### src/rtl/sirx_pkg.sv
package sirx_pkg;

   localparam logic [7:0] SIRX_OPEN_FLAG  = 8'hC0;
   localparam logic [7:0] SIRX_CLOSE_FLAG = 8'hC1;
   localparam logic [7:0] SIRX_ESC_MARK   = 8'h7D;
   localparam logic [7:0] SIRX_FILL_BYTE  = 8'hFF;
   localparam logic [7:0] SIRX_ESC_XOR    = 8'h20;

   typedef enum logic [2:0] {
      CLS_DATA,
      CLS_OPEN,
      CLS_CLOSE,
      CLS_ESC,
      CLS_FILL
   } byte_cls_e;

   typedef enum logic [1:0] {
      ST_IDLE,
      ST_BODY,
      ST_ESCAPED
   } rx_state_e;

endpackage

### src/rtl/sirx_classify.sv
module sirx_classify
   import sirx_pkg::*;
#(
   parameter logic [7:0] OPEN_CODE  = SIRX_OPEN_FLAG,
   parameter logic [7:0] CLOSE_CODE = SIRX_CLOSE_FLAG,
   parameter logic [7:0] ESC_CODE   = SIRX_ESC_MARK,
   parameter logic [7:0] FILL_CODE  = SIRX_FILL_BYTE
) (
   input  logic [7:0] byte_in,
   output byte_cls_e  cls
);

   always_comb begin
      if (byte_in == OPEN_CODE)       cls = CLS_OPEN;
      else if (byte_in == CLOSE_CODE) cls = CLS_CLOSE;
      else if (byte_in == ESC_CODE)   cls = CLS_ESC;
      else if (byte_in == FILL_CODE)  cls = CLS_FILL;
      else                            cls = CLS_DATA;
   end

endmodule

### src/rtl/sirx_ctrl.sv
module sirx_ctrl
   import sirx_pkg::*;
#(
   parameter logic [7:0] UNESC_XOR = SIRX_ESC_XOR
) (
   input  logic       clk,
   input  logic       rst_n,
   input  logic       in_vld,
   input  byte_cls_e  cls,
   input  logic [7:0] in_byte,
   output logic       fwd_req,
   output logic [7:0] fwd_data,
   output logic       open_evt,
   output logic       close_evt,
   output logic       close_noeof,
   output logic       close_esc
);

   rx_state_e state_q, state_d;

   always_ff @(posedge clk or negedge rst_n) begin
      if (!rst_n) state_q <= ST_IDLE;
      else        state_q <= state_d;
   end

   always_comb begin
      state_d     = state_q;
      fwd_req     = 1'b0;
      fwd_data    = in_byte;
      open_evt    = 1'b0;
      close_evt   = 1'b0;
      close_noeof = 1'b0;
      close_esc   = 1'b0;
      if (in_vld) begin
         case (state_q)
            ST_IDLE: begin
               if (cls == CLS_OPEN) begin
                  open_evt = 1'b1;
                  state_d  = ST_BODY;
               end
            end
            ST_BODY: begin
               case (cls)
                  CLS_OPEN: begin
                     close_evt   = 1'b1;
                     close_noeof = 1'b1;
                     open_evt    = 1'b1;
                  end
                  CLS_CLOSE: begin
                     close_evt = 1'b1;
                     state_d   = ST_IDLE;
                  end
                  CLS_ESC: state_d = ST_ESCAPED;
                  default: fwd_req = 1'b1;
               endcase
            end
            ST_ESCAPED: begin
               case (cls)
                  CLS_OPEN: begin
                     close_evt = 1'b1;
                     close_esc = 1'b1;
                     open_evt  = 1'b1;
                     state_d   = ST_BODY;
                  end
                  CLS_CLOSE: begin
                     close_evt = 1'b1;
                     close_esc = 1'b1;
                     state_d   = ST_IDLE;
                  end
                  default: begin
                     fwd_req  = 1'b1;
                     fwd_data = in_byte ^ UNESC_XOR;
                     state_d  = ST_BODY;
                  end
               endcase
            end
            default: state_d = ST_IDLE;
         endcase
      end
   end

endmodule

### src/rtl/sirx_len_track.sv
module sirx_len_track #(
   parameter int CNT_W      = 12,
   parameter bit DROP_OVER  = 1'b1
) (
   input  logic             clk,
   input  logic             rst_n,
   input  logic             open_evt,
   input  logic             fwd_req,
   input  logic [CNT_W-1:0] max_len,
   output logic             accept,
   output logic             ovf,
   output logic [CNT_W-1:0] cnt
);

   localparam logic [CNT_W-1:0] CNT_TOP = {CNT_W{1'b1}};

   logic room;
   assign room = (cnt < max_len);

   generate
      if (DROP_OVER) begin : g_drop
         assign accept = fwd_req & room;
      end else begin : g_pass
         assign accept = fwd_req;
      end
   endgenerate

   always_ff @(posedge clk or negedge rst_n) begin
      if (!rst_n) begin
         cnt <= '0;
         ovf <= 1'b0;
      end else if (open_evt) begin
         cnt <= '0;
         ovf <= 1'b0;
      end else begin
         if (accept && (cnt != CNT_TOP)) cnt <= cnt + 1'b1;
         if (fwd_req && !room)           ovf <= 1'b1;
      end
   end

endmodule

### src/rtl/sirx_deframer.sv
module sirx_deframer
   import sirx_pkg::*;
#(
   parameter int CNT_W     = 12,
   parameter bit DROP_OVER = 1'b1
) (
   input  logic             clk,
   input  logic             rst_n,
   input  logic             in_vld,
   input  logic [7:0]       in_byte,
   input  logic [CNT_W-1:0] max_len,
   output logic             out_vld,
   output logic [7:0]       out_byte,
   output logic [CNT_W-1:0] byte_cnt,
   output logic             frame_end,
   output logic             err_noeof,
   output logic             err_esc,
   output logic             err_len,
   output logic [15:0]      delim_pair
);

   generate
      if (CNT_W < 4 || CNT_W > 16) begin : g_bad_width
         $error("sirx_deframer: CNT_W must lie in 4..16");
      end
   endgenerate

   byte_cls_e  cls;
   logic       fwd_req, open_evt, close_evt, close_noeof, close_esc;
   logic [7:0] fwd_data;
   logic       accept, ovf;

   assign delim_pair = {SIRX_CLOSE_FLAG, SIRX_OPEN_FLAG};

   sirx_classify u_cls (
      .byte_in (in_byte),
      .cls     (cls)
   );

   sirx_ctrl u_ctrl (
      .clk         (clk),
      .rst_n       (rst_n),
      .in_vld      (in_vld),
      .cls         (cls),
      .in_byte     (in_byte),
      .fwd_req     (fwd_req),
      .fwd_data    (fwd_data),
      .open_evt    (open_evt),
      .close_evt   (close_evt),
      .close_noeof (close_noeof),
      .close_esc   (close_esc)
   );

   sirx_len_track #(.CNT_W(CNT_W), .DROP_OVER(DROP_OVER)) u_len (
      .clk      (clk),
      .rst_n    (rst_n),
      .open_evt (open_evt),
      .fwd_req  (fwd_req),
      .max_len  (max_len),
      .accept   (accept),
      .ovf      (ovf),
      .cnt      (byte_cnt)
   );

   always_ff @(posedge clk or negedge rst_n) begin
      if (!rst_n) begin
         out_vld   <= 1'b0;
         out_byte  <= '0;
         frame_end <= 1'b0;
         err_noeof <= 1'b0;
         err_esc   <= 1'b0;
         err_len   <= 1'b0;
      end else begin
         out_vld   <= accept;
         if (accept) out_byte <= fwd_data;
         frame_end <= close_evt;
         err_noeof <= close_noeof;
         err_esc   <= close_esc;
         err_len   <= close_evt & ovf;
      end
   end

endmodule

### config.mk
export PLATFORM = sky130hd
export DESIGN_NAME = sirx_deframer
export DESIGN_NICKNAME = d
export VERILOG_FILES = /design/src/rtl/sirx_pkg.sv /design/src/rtl/sirx_classify.sv /design/src/rtl/sirx_ctrl.sv /design/src/rtl/sirx_len_track.sv /design/src/rtl/sirx_deframer.sv
export SDC_FILE = /design/constraint.sdc
export NUM_CORES = 1
export LEC_CHECK = 0
export ABC_AREA = 1
export BUFFER_PORTS_ARGS = -buffer_cell sky130_fd_sc_hd__buf_4
export CORE_UTILIZATION = 50
export DETAILED_ROUTE_END_ITERATION = 6
export GPL_TIMING_DRIVEN = 0
export MAX_ROUTING_LAYER = met4
export PLACE_DENSITY = 0.78
export SYNTH_ARGS = -nofsm -noshare
export SYNTH_HDL_FRONTEND = slang
export SYNTH_SLANG_ARGS = --single-unit
export TNS_END_PERCENT = 20
### constraint.sdc
create_clock -name clk -period 1.95 [get_ports clk]
set_input_delay 0.195 -clock clk [delete_from_list [all_inputs] [get_ports clk]]
set_output_delay 0.195 -clock clk [all_outputs]
set_load 0.1 [all_outputs]
==> metrics.md, run 1 <==
| Metric | Value |
|---|---|
| Io pins | 64 |
| WP data required | 2.12 ns |
| CP Class | register to register |
| Setup-failing EPs final | 0 |
| Core area | 0.00400 sq mm |
| #FFs+latches synth | 28 |
| Longest Clk Path Bufs | 2 |
| Critical Path Source Type | register |
| Post-Route WL | 4790 microns |
| CP max stage cell | dfrtp_4 |
| Iteration-0 DRC Markers | roughly 130 |
| First-pass GRT wire length | 7490 microns |
| Clk slew on worst S/H paths | ~0.10 ns |
| Diode count | 0 |
| Status | complete, no violations |
| Wire per inst | 11.5 microns |
| Yosys top cell area share | around a third |
| Final min period | 1.88 ns |
| Number of global-route vias before repair | 1856 |
| Crit-path cells | ha_4, nand2_2, nor2_4, nand2_2, nor2_4, nand2_2, nand2_4, nor2_8, inv_4, clkbuf_16, o21ai_1 |
| Arrival @ worst endpoint | 2.05 ns |
| Total Routing Usage GR | 22.4% |
| Skew final | between 0.007 and 0.008 ns |
| DR vias | 2025 |
| Final global-route overflow total | 0 |
| Via density | 4.88 |
| NetSw | 0.00155 W |
| Gate power share | 56.6% |
| Area leader, netlist | dfrtp_1 |
| Initial Utilization | 52.0% |
| Hold Path Class | primary input to register |
| Nets | 405 |
| Number of max-cap violations | 0 |
| Final instance area | around 0.0029 sq mm |
| Row Count | 23 |
| Synth-to-layout area growth | 38.3% |
| Clk_lat worst skew | 0.27 ns |
| Crit path largest cell delay | 0.51 ns |
| Crit path capture type | register |
| Total CTS buffers | 3 |
| # DRC | 0 |
| Overall power | 0.00293 W |
| Fmax | 531 MHz |
| Initial antenna violation count | 0 |
| Ranking of synthesized cells by area | dfrtp_1, nand2_1, ha_1, inv_1, buf_4 |
| Avg Cell Area, Syn | 7.17 sq um |
| Synth Warn # | 0 |
| Post-synth top cells | nand2_1, inv_1, dfrtp_1 |
| PortBufs | 47 |
| Switching share of power | 53.1% |
| Number of distinct library cells after synthesis | 28 |
| Post-DP HPWL | about 3500 microns |
| Die H | about 66 microns |
| Clk root buf | clkbuf_8 |
| Placed Cells incl. Taps | 401 |
| CTS tree | yes |
| Worst IR drop on VDD | approximately 0.0012 V |
| Sequential area share after synthesis | 33.7% |
| Drt first pass iters | 4 |
| Largest net degree at the start of global routing | 29 |
| Routability-driven placement congestion ratio | 0.863 |
| Dominant synthesized flop cell | dfrtp_1 |
| Pint | 0.00137 W |
| Cells after Synth | 290 |
| Worst path bufs/invs | 2 |
| Seq pwr share | between 20% and 30% |
| Pins Over Slew Limit | 0 |
| Max FO, Critical Path | 7 |
| Die area | approximately 0.0044 sq mm |
| PD cells | 1020 mW/mm^2 |
| CP dominant cell by count | nand2_2 |
| Final cycle utilization of the critical path | 96.6% |
| H-tree levels | 1 |
| Clk pwr share | ~16% |
| Asr flop ratio synth | between 90% and 100% |
| Layout cell share with drive strength beyond 1 | 33.7% |
| Leak Pwr | around 1.6 nW |
| Final Non-Filler Cells | 415 |
| Top delay family on crit path | simple AND/OR/NAND/NOR gates |
| Number of synthesized flops with an enable pin | 0 |
| Most frequent cell after synthesis | nand2_1 |
| Die X | 66.5 microns |
| Final Hold Fails | 0 |
| Placed cell area | 0.00266 sq mm |
| CTS sink count | 28 |
| Mapped Area | 0.00208 sq mm |
| Post-DRT Antenna Nets | 0 |
[layout by cell type (no fill, tap or decap), types with 2 or more instances in the layout]
master    synthesis  final
conb_1            2     16
nor2_1           18     16
a21oi_1           7      5
a21oi_2           0      2
nand3_2           2      2
o21ai_1           7      7
inv_2             6      6
dfrtp_2           0      4
inv_1            41     41
nand4_1          14     14
nor3_1            3      3
o21ai_0           2      2
nor2_4            0      2
buf_4            17     70
dfrtp_4           0      8
clkbuf_8          0      3
nand2_2           2      6
dfrtp_1          28     16
ha_4              0      6
buf_6             2      3
ha_1             16     10
xor2_1            5      5
buf_2             3      3
nand2_1          84     79
nand3_1          22     22
[sequential cells by signal, summed over array words and instances, names as in the netlist]
name / count
u_len.cnt: 12
out_byte: 8
u_ctrl.state_q: 2
err_esc: 1
err_len: 1
err_noeof: 1
frame_end: 1
out_vld: 1
u_len.ovf: 1
[per-layer routing]
metal	track usage (%)	wire, microns	vias up	part of all wire (%)
met1	25.3	1970	929	41
li1	-	-	1024	-
met3	2.40	230	5	4.8
met4	7.18	40	0	0.83
met2	41.1	2550	67	53
met5	-	0	-	0
[through the flow]
stage	util, %	setup WS [ns]	hold WS, ns	TNS (ns)
2_1_floorplan	-	0.0147	-0.101	0
3_3_place_gp	66.5	0.0307	0.132	0
3_5_place_dp	66.5	0.00404	0.136	0
4_1_cts	68.8	0.0226	0.141	0
5_1_grt	71.9	-0.0119	0.146	-0.0601
6_report	71.9	0.0663	0.150	0
[power by group through the flow]
stage          sequential, W  clock, W  combinational, W
2_1_floorplan        0.00157         0          0.000515
3_3_place_gp        0.000821         0           0.00158
3_5_place_dp        0.000824         0           0.00160
4_1_cts             0.000813  0.000468           0.00161
5_1_grt             0.000829  0.000491           0.00175
6_report            0.000815  0.000454           0.00166
[worst paths after layout]
kind | startpoint | endpoint | slack, ns | cells after the start
worst max-delay path | u_len.cnt[11]$_DFFE_PN0P_ | out_byte[0]$_DFFE_PN0P_ | 0.07 | 11
worst min-delay path | in_byte[6] | out_byte[6]$_DFFE_PN0P_ | 0.15 | 3
worst max register to register | u_len.cnt[11]$_DFFE_PN0P_ | out_byte[0]$_DFFE_PN0P_ | 0.07 | 11
worst min register to register | out_byte[2]$_DFFE_PN0P_ | out_byte[2]$_DFFE_PN0P_ | 0.50 | 2
max in group asynchronous | rst_n | u_len.cnt[3]$_DFFE_PN0P_ | 1.28 | 2
min in group asynchronous | rst_n | u_ctrl.state_q[0]$_DFFE_PN0P_ | 0.37 | 2
[worst register-to-register path: stages (launching register included)]
cell and delay, ns:
dfrtp_4 0.51, ha_4 0.29, nand2_2 0.08, nor2_4 0.16, nand2_2 0.08, nor2_4 0.13, nand2_2 0.07, nand2_4 0.10
nor2_8 0.05, inv_4 0.10, clkbuf_16 0.15, o21ai_1 0.05
[cell type report]
class	count	area, sq um
plain buffers	23	176
clock buffers	3	41.3
clock inverters	1	30.0
fillers	335	1120
inverters	48	183
multi-input cells	205	1190
flip-flops and latches	28	736
well taps	50	62.6
repair buffers	57	452
[logic make-up after synthesis]
kind of cell,share of synthesized area (%)
compound gates,4.57
other cells,0.361
simple gates,32.3
buf+inv,16.9
xor+xnor,2.53
flops,33.7
fa+ha+maj,9.63
[what timing repair did]
item	in CTS	in global routing
cloned	0	2
endpoints found under the setup margin	3	19
resized for setup	1	14
hold buffers	1	0
endpoints found under the hold margin	28	0
pin swaps	1	5
buffers inserted	1	6
Power figures use the tool's default switching activity.
==> inputs of run 2 (changes only) <==
--- a/config.mk
+++ b/config.mk
@@ -7,6 +7,7 @@
 export LEC_CHECK = 0
 export ABC_AREA = 1
 export BUFFER_PORTS_ARGS = -buffer_cell sky130_fd_sc_hd__buf_4
+export CORE_ASPECT_RATIO = 1.1
 export CORE_UTILIZATION = 50
 export DETAILED_ROUTE_END_ITERATION = 6
 export GPL_TIMING_DRIVEN = 0
==> metrics.md, run 2 (synthesized netlist as in run 1, its figures left out) <==
| Metric | Value |
|---|---|
| Die H | 69.6 microns (+4.7%) |
| Routability-driven placement congestion ratio | 0.873 (+1.2%) |
| Slew @ Worst Pin | 0.502 ns |
| Synth-to-layout area growth | 38.6% |
| Leak Pwr | 1.57 nW (+0.78%) |
| Top reg by flops | u_len.cnt |
| Post-DRT Antenna Nets | 0 (unchanged) |
| Clk slew on worst S/H paths | 0.11 ns (about the same) |
| Pins Over Slew Limit | 0 (unchanged) |
| Status | complete, no violations |
| Worst slack, placed | 0.0172 ns (+0.0131 ns) |
| Clk root buf | clkbuf_8 |
| Nets | 407 (+0.49%) |
| Max FO, Critical Path | 10 (+3) |
| Row Count | 24 (+4.3%) |
| Die X | 63.5 microns (-4.5%) |
| Drt first pass iters | 4 (unchanged) |
| Initial antenna violation count | 0 (unchanged) |
| Die area | 0.00442 sq mm (about the same) |
| Max reg flops | 12 (unchanged) |
| Io pins | 64 (unchanged) |
| Worst IR drop on VDD | 0.00131 V (+10%) |
| Final min period | 1.86 ns (-0.0277 ns) |
| CP Class | register to register |
| CTS sink count | 28 (unchanged) |
| Fmax | 539 MHz (+1.5%) |
| Skew final | 0.00877 ns (+0.00173 ns) |
| PD cells | 1020 mW/mm^2 (about the same) |
| Final global-route overflow total | 0 (unchanged) |
| Post-Route WL | 4650 microns (-2.9%) |
| Post-DP HPWL | 3540 microns (-0.11%) |
| Longest Clk Path Bufs | 2 (unchanged) |
| Wire per inst | 11.1 microns (-3.8%) |
| Total CTS buffers | 3 (unchanged) |
| Final Hold Fails | 0 (unchanged) |
| Diode count | 0 (unchanged) |
| Commonest non-fill, non-tap cells in the layout | nand2_1, buf_4, inv_1, nand3_1 |
| Final Util | 72.7% (+0.82 points) |
| Regs by FF count | u_len.cnt: 12 flops, out_byte: 8 flops, u_ctrl.state_q: 2 flops |
| Largest net degree at the start of global routing | 29 (unchanged) |
| DR vias | 1988 (-1.8%) |
| Arrival @ worst endpoint | 2.03 ns (-0.02 ns) |
| Clk_lat worst skew | 0.28 ns (about the same) |
| Hold Path Class | primary input to register |
| Iteration-0 DRC Markers | 79 (-41%) |
| Critical Path Source Type | register |
| Final WS setup | 0.0940 ns (+0.0277 ns) |
| Initial Utilization | 52.5% (+0.48 points) |
| H-tree levels | 1 (unchanged) |
| # DRC | 0 (unchanged) |
| Number of global-route vias before repair | 1884 (+1.5%) |
| Final cycle utilization of the critical path | 95.2% (-1.4 points) |
| CTS tree | yes |
| Slew Limit Headroom | 66.5% |
| PortBufs | 47 (unchanged) |
| Number of max-cap violations | 0 (unchanged) |
| Hold Slack | 0.143 ns (-0.00666 ns) |
| Crit path capture type | register |
| WP data required | 2.13 ns (about the same) |
| Most common cell after layout, fill and taps aside | nand2_1 |
| Layout cell share with drive strength beyond 1 | 33.5% (-0.18 points) |
| Setup-failing EPs final | 0 (unchanged) |
| First-pass GRT wire length | 7780 microns (+3.8%) |
| Total Routing Usage GR | 22.6% (+0.18 points) |
| Via density | 4.74 (-2.8%) |
| Core area | 0.00396 sq mm (-0.91%) |
## run 2: cell count changes in the layout (fill, tap and decap cells not counted), sizes merged
cell,change
buf,+2
## run 2: area by class of cell
class                           count  area [sq um]
Clock buffer                        3          41.3
Fill cell                         335          1080
Sequential cell                    28           736
Inverter                           48           185
Tap cell                           52          65.1
Multi-Input combinational cell    205          1180
Timing Repair Buffer               59           463
Buffer                             23           180
Clock inverter                      1          30.0
## run 2: report_power, final
group	switching [W]	internal, W
clock	0.000191	0.000275
sequential	0.000106	0.000705
combinational	0.00126	0.000396
## run 2: worst max-delay path, cell delays in order (launching register included)
cell and delay, ns:
dfrtp_4 0.50, ha_1 0.30, nand2_2 0.09, nor2_4 0.05, nand2_1 0.07, nor2_2 0.05, buf_4 0.12, a21oi_2 0.16
nand3_2 0.13, buf_6 0.17, nand3_1 0.07, nand2_1 0.06
## run 2: worst paths after layout
path                                           from                            end  slack [ns]  depth (start not counted)
setup / recovery           u_len.cnt[8]$_DFFE_PN0P_      u_len.cnt[11]$_DFFE_PN0P_        0.09                         11
hold / removal                           in_byte[6]        out_byte[6]$_DFFE_PN0P_        0.14                          3
setup reg to reg           u_len.cnt[8]$_DFFE_PN0P_      u_len.cnt[11]$_DFFE_PN0P_        0.09                         11
hold reg to reg             out_byte[6]$_DFFE_PN0P_        out_byte[6]$_DFFE_PN0P_        0.49                          2
max in group asynchronous                     rst_n       u_len.cnt[5]$_DFFE_PN0P_        1.28                          2
min in group asynchronous                     rst_n  u_ctrl.state_q[0]$_DFFE_PN0P_        0.36                          2
## run 2: what timing repair did
action,4_1_cts,5_1_grt
hold buffers,1,0
endpoints found under the hold margin,28,0
cloned,0,1
endpoints found under the setup margin,3,19
pin swaps,0,5
gates resized for setup,1,10
buffers inserted,0,10
## run 2: layer usage
layer | global-route usage, % | part of all wire, % | routed length, microns
met5 | - | 0 | 0
met4 | 8.08 | 0.34 | 16
met3 | 2.30 | 4.0 | 188
met2 | 41.5 | 55 | 2550
met1 | 24.7 | 41 | 1900
## run 2: through the flow
step,std cells,instance area [sq um],power (W),TNS (ns)
final,419,2880,0.00293,0
after global routing,419,2880,0.00307,-0.0398
after CTS,408,2750,0.00290,0
after detailed placement,403,2660,0.00243,0
after global placement,403,2660,0.00241,0
after floorplan,304,2240,0.00209,0
